`config.mk`:
```
export PLATFORM = sky130hd
export DESIGN_NAME = cvb_top
export DESIGN_NICKNAME = d
export VERILOG_FILES = /design/src/rtl/cvb_pkg.sv /design/src/rtl/cvb_delay.sv /design/src/rtl/cvb_rank.sv /design/src/rtl/cvb_pick.sv /design/src/rtl/cvb_top.sv
export SDC_FILE = /design/constraint.sdc
export NUM_CORES = 1
export LEC_CHECK = 0
export ABC_AREA = 1
export BUFFER_PORTS_ARGS = -buffer_cell sky130_fd_sc_hd__buf_2
export CAP_MARGIN = 40
export CORE_ASPECT_RATIO = 0.8
export CORE_MARGIN = 5
export CORE_UTILIZATION = 40
export CTS_BUF_LIST = sky130_fd_sc_hd__clkbuf_4
export CTS_CLUSTER_DIAMETER = 150
export DETAILED_ROUTE_END_ITERATION = 7
export PLACE_DENSITY_LB_ADDON = 0.25
export SLEW_MARGIN = 10
export SYNTH_ARGS = -nofsm -noshare
export SYNTH_HDL_FRONTEND = slang
export SYNTH_SLANG_ARGS = --single-unit
```
`constraint.sdc`:
```
create_clock -name clk -period 4.9 [get_ports clk]
set_input_delay 0.245 -clock clk [delete_from_list [all_inputs] [get_ports clk]]
set_output_delay 0.245 -clock clk [all_outputs]
set_load 0.02 [all_outputs]
```
`src/rtl/cvb_pkg.sv`:
```
package cvb_pkg;

    // Direction of the arm current with respect to the inserted capacitors
    typedef enum logic {
        DIR_DISCHARGE = 1'b0,
        DIR_CHARGE    = 1'b1
    } arm_dir_e;

endpackage

```
`src/rtl/cvb_delay.sv`:
```
// Holds the last DEPTH strobe-captured voltage vectors; output is the oldest.
module cvb_delay #(
    parameter int NCELL = 5,
    parameter int VW    = 12,
    parameter int DEPTH = 2,
    localparam int BW   = NCELL * VW
) (
    input  logic          clk,
    input  logic          rst_n,
    input  logic          stb,
    input  logic [BW-1:0] din,
    output logic [BW-1:0] dout
);

    generate
        if (DEPTH == 0) begin : g_pass
            assign dout = din;
        end else begin : g_line
            logic [DEPTH-1:0][BW-1:0] hist_d, hist_q;

            always_comb begin
                hist_d = hist_q;
                if (stb) begin
                    hist_d[0] = din;
                    for (int i = 1; i < DEPTH; i++) begin
                        hist_d[i] = hist_q[i-1];
                    end
                end
            end

            always_ff @(posedge clk or negedge rst_n) begin
                if (!rst_n) begin
                    hist_q <= '0;
                end else begin
                    hist_q <= hist_d;
                end
            end

            assign dout = hist_q[DEPTH-1];
        end
    endgenerate

endmodule

```
`src/rtl/cvb_rank.sv`:
```
// Ascending rank of each cell; equal voltages ordered by cell index.
module cvb_rank #(
    parameter int NCELL = 5,
    parameter int VW    = 12,
    localparam int RW   = (NCELL > 1) ? $clog2(NCELL) : 1
) (
    input  logic [NCELL*VW-1:0] volts,
    output logic [NCELL*RW-1:0] ranks
);

    generate
        for (genvar i = 0; i < NCELL; i++) begin : g_cell
            logic [RW-1:0] cnt;
            always_comb begin
                cnt = '0;
                for (int j = 0; j < NCELL; j++) begin
                    if (j != i) begin
                        if ((volts[j*VW +: VW] < volts[i*VW +: VW]) ||
                            ((volts[j*VW +: VW] == volts[i*VW +: VW]) && (j < i))) begin
                            cnt = cnt + RW'(1);
                        end
                    end
                end
            end
            assign ranks[i*RW +: RW] = cnt;
        end
    endgenerate

endmodule

```
`src/rtl/cvb_pick.sv`:
```
// Marks the cells whose rank falls inside the window chosen by current polarity.
module cvb_pick
    import cvb_pkg::*;
#(
    parameter int NCELL = 5,
    localparam int RW   = (NCELL > 1) ? $clog2(NCELL) : 1,
    localparam int CW   = $clog2(NCELL + 1)
) (
    input  logic [NCELL*RW-1:0] ranks,
    input  arm_dir_e            dir,
    input  logic [CW-1:0]       count,
    output logic [NCELL-1:0]    mask
);

    generate
        for (genvar i = 0; i < NCELL; i++) begin : g_sel
            always_comb begin
                if (dir == DIR_CHARGE) begin
                    mask[i] = int'(ranks[i*RW +: RW]) < int'(count);
                end else begin
                    mask[i] = (int'(ranks[i*RW +: RW]) + int'(count)) >= NCELL;
                end
            end
        end
    endgenerate

endmodule

```
`src/rtl/cvb_top.sv`:
```
module cvb_top
    import cvb_pkg::*;
#(
    parameter int NCELL = 5,
    parameter int VW    = 12,
    parameter int DELAY = 2,
    localparam int CW   = $clog2(NCELL + 1),
    localparam int RW   = (NCELL > 1) ? $clog2(NCELL) : 1
) (
    input  logic                clk,
    input  logic                rst_n,
    input  logic                smp_stb,
    input  logic [NCELL*VW-1:0] cell_volts,
    input  logic                arm_charging,
    input  logic [CW-1:0]       ins_req,
    output logic [NCELL-1:0]    ins_mask
);

    typedef struct packed {
        logic [NCELL-1:0] mask;
    } state_t;

    state_t state_d, state_q;

    logic [NCELL*VW-1:0] volts_used;
    logic [NCELL*RW-1:0] ranks;
    logic [CW-1:0]       count_sat;
    logic [NCELL-1:0]    pick_mask;
    arm_dir_e            dir;

    cvb_delay #(.NCELL(NCELL), .VW(VW), .DEPTH(DELAY)) u_delay (
        .clk  (clk),
        .rst_n(rst_n),
        .stb  (smp_stb),
        .din  (cell_volts),
        .dout (volts_used)
    );

    cvb_rank #(.NCELL(NCELL), .VW(VW)) u_rank (
        .volts(volts_used),
        .ranks(ranks)
    );

    assign count_sat = (int'(ins_req) > NCELL) ? CW'(NCELL) : ins_req;
    assign dir       = arm_charging ? DIR_CHARGE : DIR_DISCHARGE;

    cvb_pick #(.NCELL(NCELL)) u_pick (
        .ranks(ranks),
        .dir  (dir),
        .count(count_sat),
        .mask (pick_mask)
    );

    always_comb begin
        state_d = state_q;
        if (smp_stb) begin
            state_d.mask = pick_mask;
        end
    end

    always_ff @(posedge clk or negedge rst_n) begin
        if (!rst_n) begin
            state_q <= '0;
        end else begin
            state_q <= state_d;
        end
    end

    assign ins_mask = state_q.mask;

endmodule

```
==> results of run 1 <==
[logic make-up (layout without fill, tap and decap cells)]
group | count (synthesis) | in the layout | synth area share (%)
AND/OR/NAND/NOR | 362 | 362 | 18.15
AO/OA/AOI/OAI | 179 | 179 | 10.51
adder cells (fa/ha/maj) | 176 | 176 | 24.06
buffers and inverters | 174 | 323 | 7.218
flip-flops | 125 | 125 | 33.60
multiplexers | 48 | 48 | 5.806
XOR/XNOR | 7 | 7 | 0.6586
[registers in the layout, indices dropped and copies added (netlist names)]
name and count:
u_delay.dout 60, u_delay.g_line.hist_q 60, ins_mask 5
[through the flow]
stage,instance area [um^2],power [mW]
6_report,10880,3.834
5_1_grt,10880,4.244
4_1_cts,10880,3.877
3_5_place_dp,10010,3.140
3_3_place_gp,9996,3.090
2_1_floorplan,9309,2.656
[cell usage in the layout (no fill, tap or decap), drive strengths merged, types with 4 or more instances in the layout]
master / count
dfrtp: 125
o21bai: 6
fa: 5
nor2: 73
o22ai: 5
a21oi: 66
a21o: 7
o21ai: 77
dlygate4sd3: 62
o311ai: 5
and2: 6
clkinv: 9
nand4: 15
clkbuf: 17
a31oi: 7
ha: 171
nand2: 240
xor2: 7
nand3: 26
clkinvlp: 4
buf: 78
mux2: 48
inv: 152
[final cells by class]
cell class / count / share of cell area, %
sequential: 125 / 28.74
multi-input combinational: 772 / 50.62
timing repair buffer: 140 / 9.531
clock inverter: 15 / 1.138
inverter: 151 / 5.208
clock buffer: 17 / 1.173
tap: 312 / 3.587
[repair_timing]
action / CTS / global route
endpoints found under the hold margin: 113 / 0
gates resized for setup: 0 / 0
hold buffers: 62 / 0
[metal layers]
layer / vias up / global-route usage (%) / wire length, um
li1: 3817 / - / -
met1: 3413 / 26.48 / 11900
met2: 141 / 27.03 / 9609
met3: 26 / 4.832 / 1190
met4: 0 / 4.422 / 404
met5: - / 0 / 0
[tightest hold or removal path: stages]
cell and delay, ns:
buf_2 0.18, ha_1 0.16, o21ai_0 0.08, a31oi_1 0.12
[how the worst max path moves through the flow]
stage / slack (ns) / end
after floorplan: 1.26 / ins_mask[0]
after global placement: 0.90 / ins_mask[2]
after detailed placement: 0.90 / ins_mask[2]
after CTS: 0.92 / ins_mask[2]
after global routing: 0.37 / ins_mask[0]
final: 0.87 / ins_mask[2]
[where the power goes]
group / internal (mW) / switching, mW
clock: 0.247 / 0.437
sequential: 1.16 / 0.113
combinational: 0.767 / 1.11
==> summary.txt, run 1 <==
Layout
  • Synthesis-to-layout area growth: 16.91%
  • Share of post-route cells with drive strength above 1: 17.38%
  • Filler cells: 2297
  • Diode count: 0
  • Core Util, Final: 47.02%
  • Total Nets Final: 1450
  • Multi-input logic area: 5509 um^2
  • Fin cells: 1532
  • FF/Latch Area: 3128 um^2

Yosys
  • Yosys top cell area share: 33.60%
  • FFs w/ async S/R, synth: 100.0%
  • Post-synth cell types: 37
  • Mapped Avg Cell Area: 8.692 um^2
  • Most common cell in the netlist: nand2_1
  • Yosys warnings: 0
  • Ys flop type: dfrtp_1
  • Commonest cells in the netlist: nand2_1, ha_1, inv_1
  • Cell taking the most area after synthesis: dfrtp_1
  • Post-synthesis sequential area ratio: 33.60%
  • Number of synthesized register bits: 125
  • Leading post-synthesis cells by cell area: dfrtp_1, ha_1, nand2_1
  • Synthesized instance count: 1071
  • Mapped cell area: 9309 um^2
  • Synth Net Count: 1314
  • Post-synth EDFFs: 0

Timing
  • Min Tclk post-route: 4.033 ns
  • Skew final: 0.03668 ns
  • Final period util: 82.31%
  • RSZ-0062 raised after global routing: false
  • Max transition margin: 42.43%
  • Setup TNS: 0 ns
  • Count of pins over their slew limit: 0
  • Final hold viol count: 0
  • Min Hold Slack: 0.2312 ns
  • Slew @ Worst Pin: 0.8636 ns
  • Final setup vio count: 0
  • Max Clock Freq: 0.2479 GHz
  • Final WS setup: 0.8667 ns

Clock tree
  • CTS root buf: clkbuf_4
  • Post-CTS Setup Bufs: 0
  • Clk buf depth: 2
  • CTS tree: yes
  • H-tree Lvls: 4
  • Clock sinks: 125
  • Clock Pin Slew Worst Setup and Hold Paths: 0.14 ns
  • Skew-Pair Late Insertion Delay: 0.59 ns
  • CTS buffer count: 17

Global route
  • Vias in the first global route: 7429
  • Largest net degree at the start of global routing: 127
  • First-pass GRT wire length: 38.28 mm
  • Global-route usage over all layers: 18.20%
  • Initial antenna violation count: 0
  • GR Overflow Total: 0

Critical path
  • Cells on worst reg2reg path: 22
  • Worst Path Required: 5.35 ns
  • Slowest cell delay on critical path: 0.46 ns
  • Crit. End Element: flop
  • Reg2Reg Setup Slack: 0.87 ns
  • CP max-delay cell: fa_1
  • Crit path max-delay family: adder cells
  • Crit Path Category: reg2reg
  • Max FO, Critical Path: 4
  • Stages on worst setup path: 22
  • Critical path arrival: 4.49 ns
  • CP Cell Sequence: inv_1 > ha_1 > nand2_1 > inv_1 > nand3_1 > nor3_1 > nand2_1 > nand3_1 > a21oi_1 > ha_1 > inv_1 > nand2_1 > nand2_2 > inv_1 > ha_1 > nor2_1 > a21oi_1 > fa_1 > o21ai_0 > o22ai_1 > o21ai_0 > a31oi_1
  • CP Launch Point: u_delay.dout[10]
  • Worst reg2reg path startpoint: u_delay.dout[10]
  • Startpoint types: flop
  • R2R Path End: ins_mask[2]
  • Most used cell, CP: inv_1
  • Worst path bufs/invs: 4

Min path
  • Hold path start: ins_req[2]
  • Hold path depth: 4
  • Min-delay worst type: in2reg
  • Hold Path End: ins_mask[2]

Power and ir drop
  • PD cells: 352.3 nW/um^2
  • Leak: 5.602 nW
  • VDD IR-drop max: 0.0001962 V

Floorplanning
  • Initial Util: 40.22%
  • CORE AREA: 23150 um^2
  • Die area: 26440 um^2
  • Die Wd: 180.6 um
  • Die Ht: 146.4 um
  • # rows: 50
  • I/O pins: 72

Placement
  • Post-place setup slack: 0.9025 ns
  • GP Congestion: 0.9005
  • Final HPWL DP: 18.06 mm
  • Buffers on Ports: 71
  • Dpl cells: 1438

Flow run
  • Total of max-cap violations: 0

Drt
  • Drc violations: 0
  • Post-Route WL: 23.10 mm
  • Drt via density: 4.828
  • Initial DRT Pass Iterations: 7
  • WL/cell: 15.08 um
  • Vias post-DR: 7397
  • Final ANT Viol Nets: 0
  • DRT iter0 DRCs: 416

Run status
  • Status: finished, final reports clean
(Power assumes the default switching activity.)
==> run 2: changes to the inputs <==
==> constraint.sdc (replaced) <==
create_clock -name clk -period 3.35 [get_ports clk]
set_input_delay 0.1675 -clock clk [delete_from_list [all_inputs] [get_ports clk]]
set_output_delay 0.1675 -clock clk [all_outputs]
set_load 0.02 [all_outputs]
==> run 2 against run 1 <==
Compared with the run above:
- the run now ends with setup timing left
- worst setup slack worse by 0.96 ns
- sequential power is 46% higher
- fmax is 17% higher
- sequential cell count stayed put
- final cell count is 7.0% higher
- worst hold slack worse by 0.15 ns
- first-iteration DRC count is 3.8% higher
- non-clock buffer count is 108 higher
- clock power is 36% higher
- largest power group unchanged
==> summary.txt, run 2 (same netlist as run 1, synthesis figures left out) <==
Global route
  • Initial antenna violation count: 0 (unchanged)
  • First-pass GRT wire length: 40.12 mm (+4.8%)
  • Vias in the first global route: 8060 (+8.5%)
  • Largest net degree at the start of global routing: 91 (-28%)
  • GR Overflow Total: 0 (unchanged)
  • Global-route usage over all layers: 18.85% (+0.65 points)

Timing
  • RSZ-0062 raised after global routing: true
  • Min Tclk post-route: 3.448 ns (-0.5853 ns)
  • Final setup vio count: 4 (+4)
  • Max transition margin: 45.98% (+3.6 points)
  • Final hold viol count: 0 (unchanged)
  • Setup TNS: -0.2700 ns (-0.2700 ns)
  • Min Hold Slack: 0.07816 ns (-0.1531 ns)
  • Slew @ Worst Pin: 0.8103 ns (-0.05334 ns)
  • Skew final: 0.01801 ns (-0.01868 ns)
  • Final WS setup: -0.09802 ns (-0.9647 ns)
  • Count of pins over their slew limit: 0 (unchanged)
  • Max Clock Freq: 0.2900 GHz (+17%)
  • Final period util: 102.9% (+21 points)

Floorplanning
  • Die area: 26440 um^2 (unchanged)
  • # rows: 50 (unchanged)
  • CORE AREA: 23150 um^2 (unchanged)
  • Die Ht: 146.4 um (unchanged)
  • Initial Util: 40.22% (unchanged)
  • Die Wd: 180.6 um (unchanged)
  • I/O pins: 72 (unchanged)

Critical path
  • Crit. End Element: flop
  • Critical path arrival: 3.92 ns (-0.57 ns)
  • Worst Path Required: 3.82 ns (-1.53 ns)
  • Max FO, Critical Path: 4 (unchanged)
  • CP Cell Sequence: ha_4 > nand2_4 > inv_2 > o21ai_1 > nand2_1 > a21oi_2 > o211ai_1 > o21ai_4 > inv_2 > ha_4 > inv_2 > nor2_2 > inv_1 > nand2_2 > inv_2 > ha_4 > nor2_2 > a21oi_2 > fa_1 > o22ai_1 > a21oi_1 > o21ai_1 > a31oi_1
  • CP max-delay cell: dfrtp_1
  • Crit Path Category: reg2reg
  • Slowest cell delay on critical path: 0.45 ns (about the same)
  • Startpoint types: flop
  • Most used cell, CP: inv_2

Layout
  • Synthesis-to-layout area growth: 33.70%
  • Most common cell after layout, fill and taps aside: nand2_1
  • Share of post-route cells with drive strength above 1: 33.51% (+16 points)
  • Core Util, Final: 53.77% (+6.8 points)
  • Total Nets Final: 1558 (+7.4%)
  • Diode count: 0 (unchanged)
  • Most frequent cells in the layout: nand2_1, ha_1, dfrtp_1
  • Finished Cell Area: 12450 um^2 (+14%)

Placement
  • Buffers on Ports: 71 (unchanged)
  • Final HPWL DP: 18.72 mm (+3.7%)
  • DP Area: 10720 um^2 (+7.1%)
  • GP Congestion: 0.8915 (-1.0%)
  • Post-place setup slack: -0.2848 ns (-1.187 ns)

Power and ir drop
  • VDD IR-drop max: 0.0002745 V (+40%)
  • Leak: 6.156 nW (+9.9%)
  • PD cells: 534.2 nW/um^2 (+52%)

Min path
  • Min-delay worst type: in2reg

Drt
  • Vias post-DR: 8023 (+8.5%)
  • DRT iter0 DRCs: 432 (+3.8%)
  • Drt via density: 4.892 (+1.3%)
  • Initial DRT Pass Iterations: 5 (-2)
  • Drc violations: 0 (unchanged)
  • Post-Route WL: 24.90 mm (+7.8%)
  • Final ANT Viol Nets: 0 (unchanged)
  • WL/cell: 15.18 um (+0.66%)

Run status
  • Status: finished, violations left
  • Failing checks: setup timing

Clock tree
  • CTS tree: yes
  • Clk buf depth: 2 (unchanged)
  • H-tree Lvls: 4 (unchanged)
  • Clock Pin Slew Worst Setup and Hold Paths: 0.12 ns (-0.02 ns)
  • Clock sinks: 125 (unchanged)
  • Skew-Pair Late Insertion Delay: 0.58 ns (about the same)
  • CTS buffer count: 17 (unchanged)
  • CTS root buf: clkbuf_4

Flow run
  • Total of max-cap violations: 0 (unchanged)
[run 2: changes by cell type in the layout (fill, tap and decap cells not counted), sizes merged]
cell | previous run | this run
bufinv | 1 | 0
clkinv | 9 | 8
inv | 152 | 151
clkinvlp | 4 | 7
buf | 78 | 186
[run 2: repair_timing]
item / CTS / global route
setup endpoints to repair: 5 / 5
hold buffers: 62 / 0
gates cloned: 0 / 0
pin swaps: 46 / 50
setup buffers: 12 / 7
hold endpoints to repair: 118 / 0
resized for setup: 82 / 71
[run 2: path summary, 6_finish.rpt]
check	end	from	cells past startpoint	slack [ns]
max	ins_mask[0]	u_delay.dout[3]	23	-0.1
min	u_delay.g_line.hist_q[45]	smp_stb	3	0.08
max reg2reg	ins_mask[0]	u_delay.dout[3]	23	-0.1
min reg2reg	u_delay.dout[19]	u_delay.g_line.hist_q[19]	2	0.50
max in group asynchronous	u_delay.dout[12]	rst_n	3	2.25
min in group asynchronous	u_delay.g_line.hist_q[17]	rst_n	2	0.21
[run 2: critical path, delay by kind of cell, from the launching register on]
kind            cells  cell delay [ns]
buf+inv             5             0.25
fa+ha+maj           4             1.24
flops               1             0.45
simple gates        5             0.35
compound gates      9             1.03
[run 2: per-layer routing]
layer	track usage (%)	wire, um
met1	26.65	12240
met2	29.60	11160
met3	3.412	993
met4	5.669	503
met5	0	0
[run 2: metrics by stage]
stage               total power [mW]  instances
global placement               4.894       1527
detailed placement             4.982       1527
global route                   7.279       1640
CTS                            6.338       1633
floorplan                      3.904       1071
finish                         6.648       1640
[run 2: cell type report]
cell class                 count  area, um^2
fill                        2127       10700
multi-input combinational    772        6223
sequential                   125        3132
timing repair buffer         248        1901
inverter                     151       569.3
tap                          312       390.4
clock buffer                  17       127.6
clock inverter                15       102.6
[run 2: where the power goes]
part / total (mW) / leakage (nW) / internal [mW] / switching, mW
Sequential: 1.85 / 1.48 / 1.69 / 0.159
Combinational: 3.86 / 4.56 / 1.83 / 2.03
Clock: 0.932 / 0.109 / 0.284 / 0.648
Total: 6.65 / 6.16 / 3.81 / 2.84
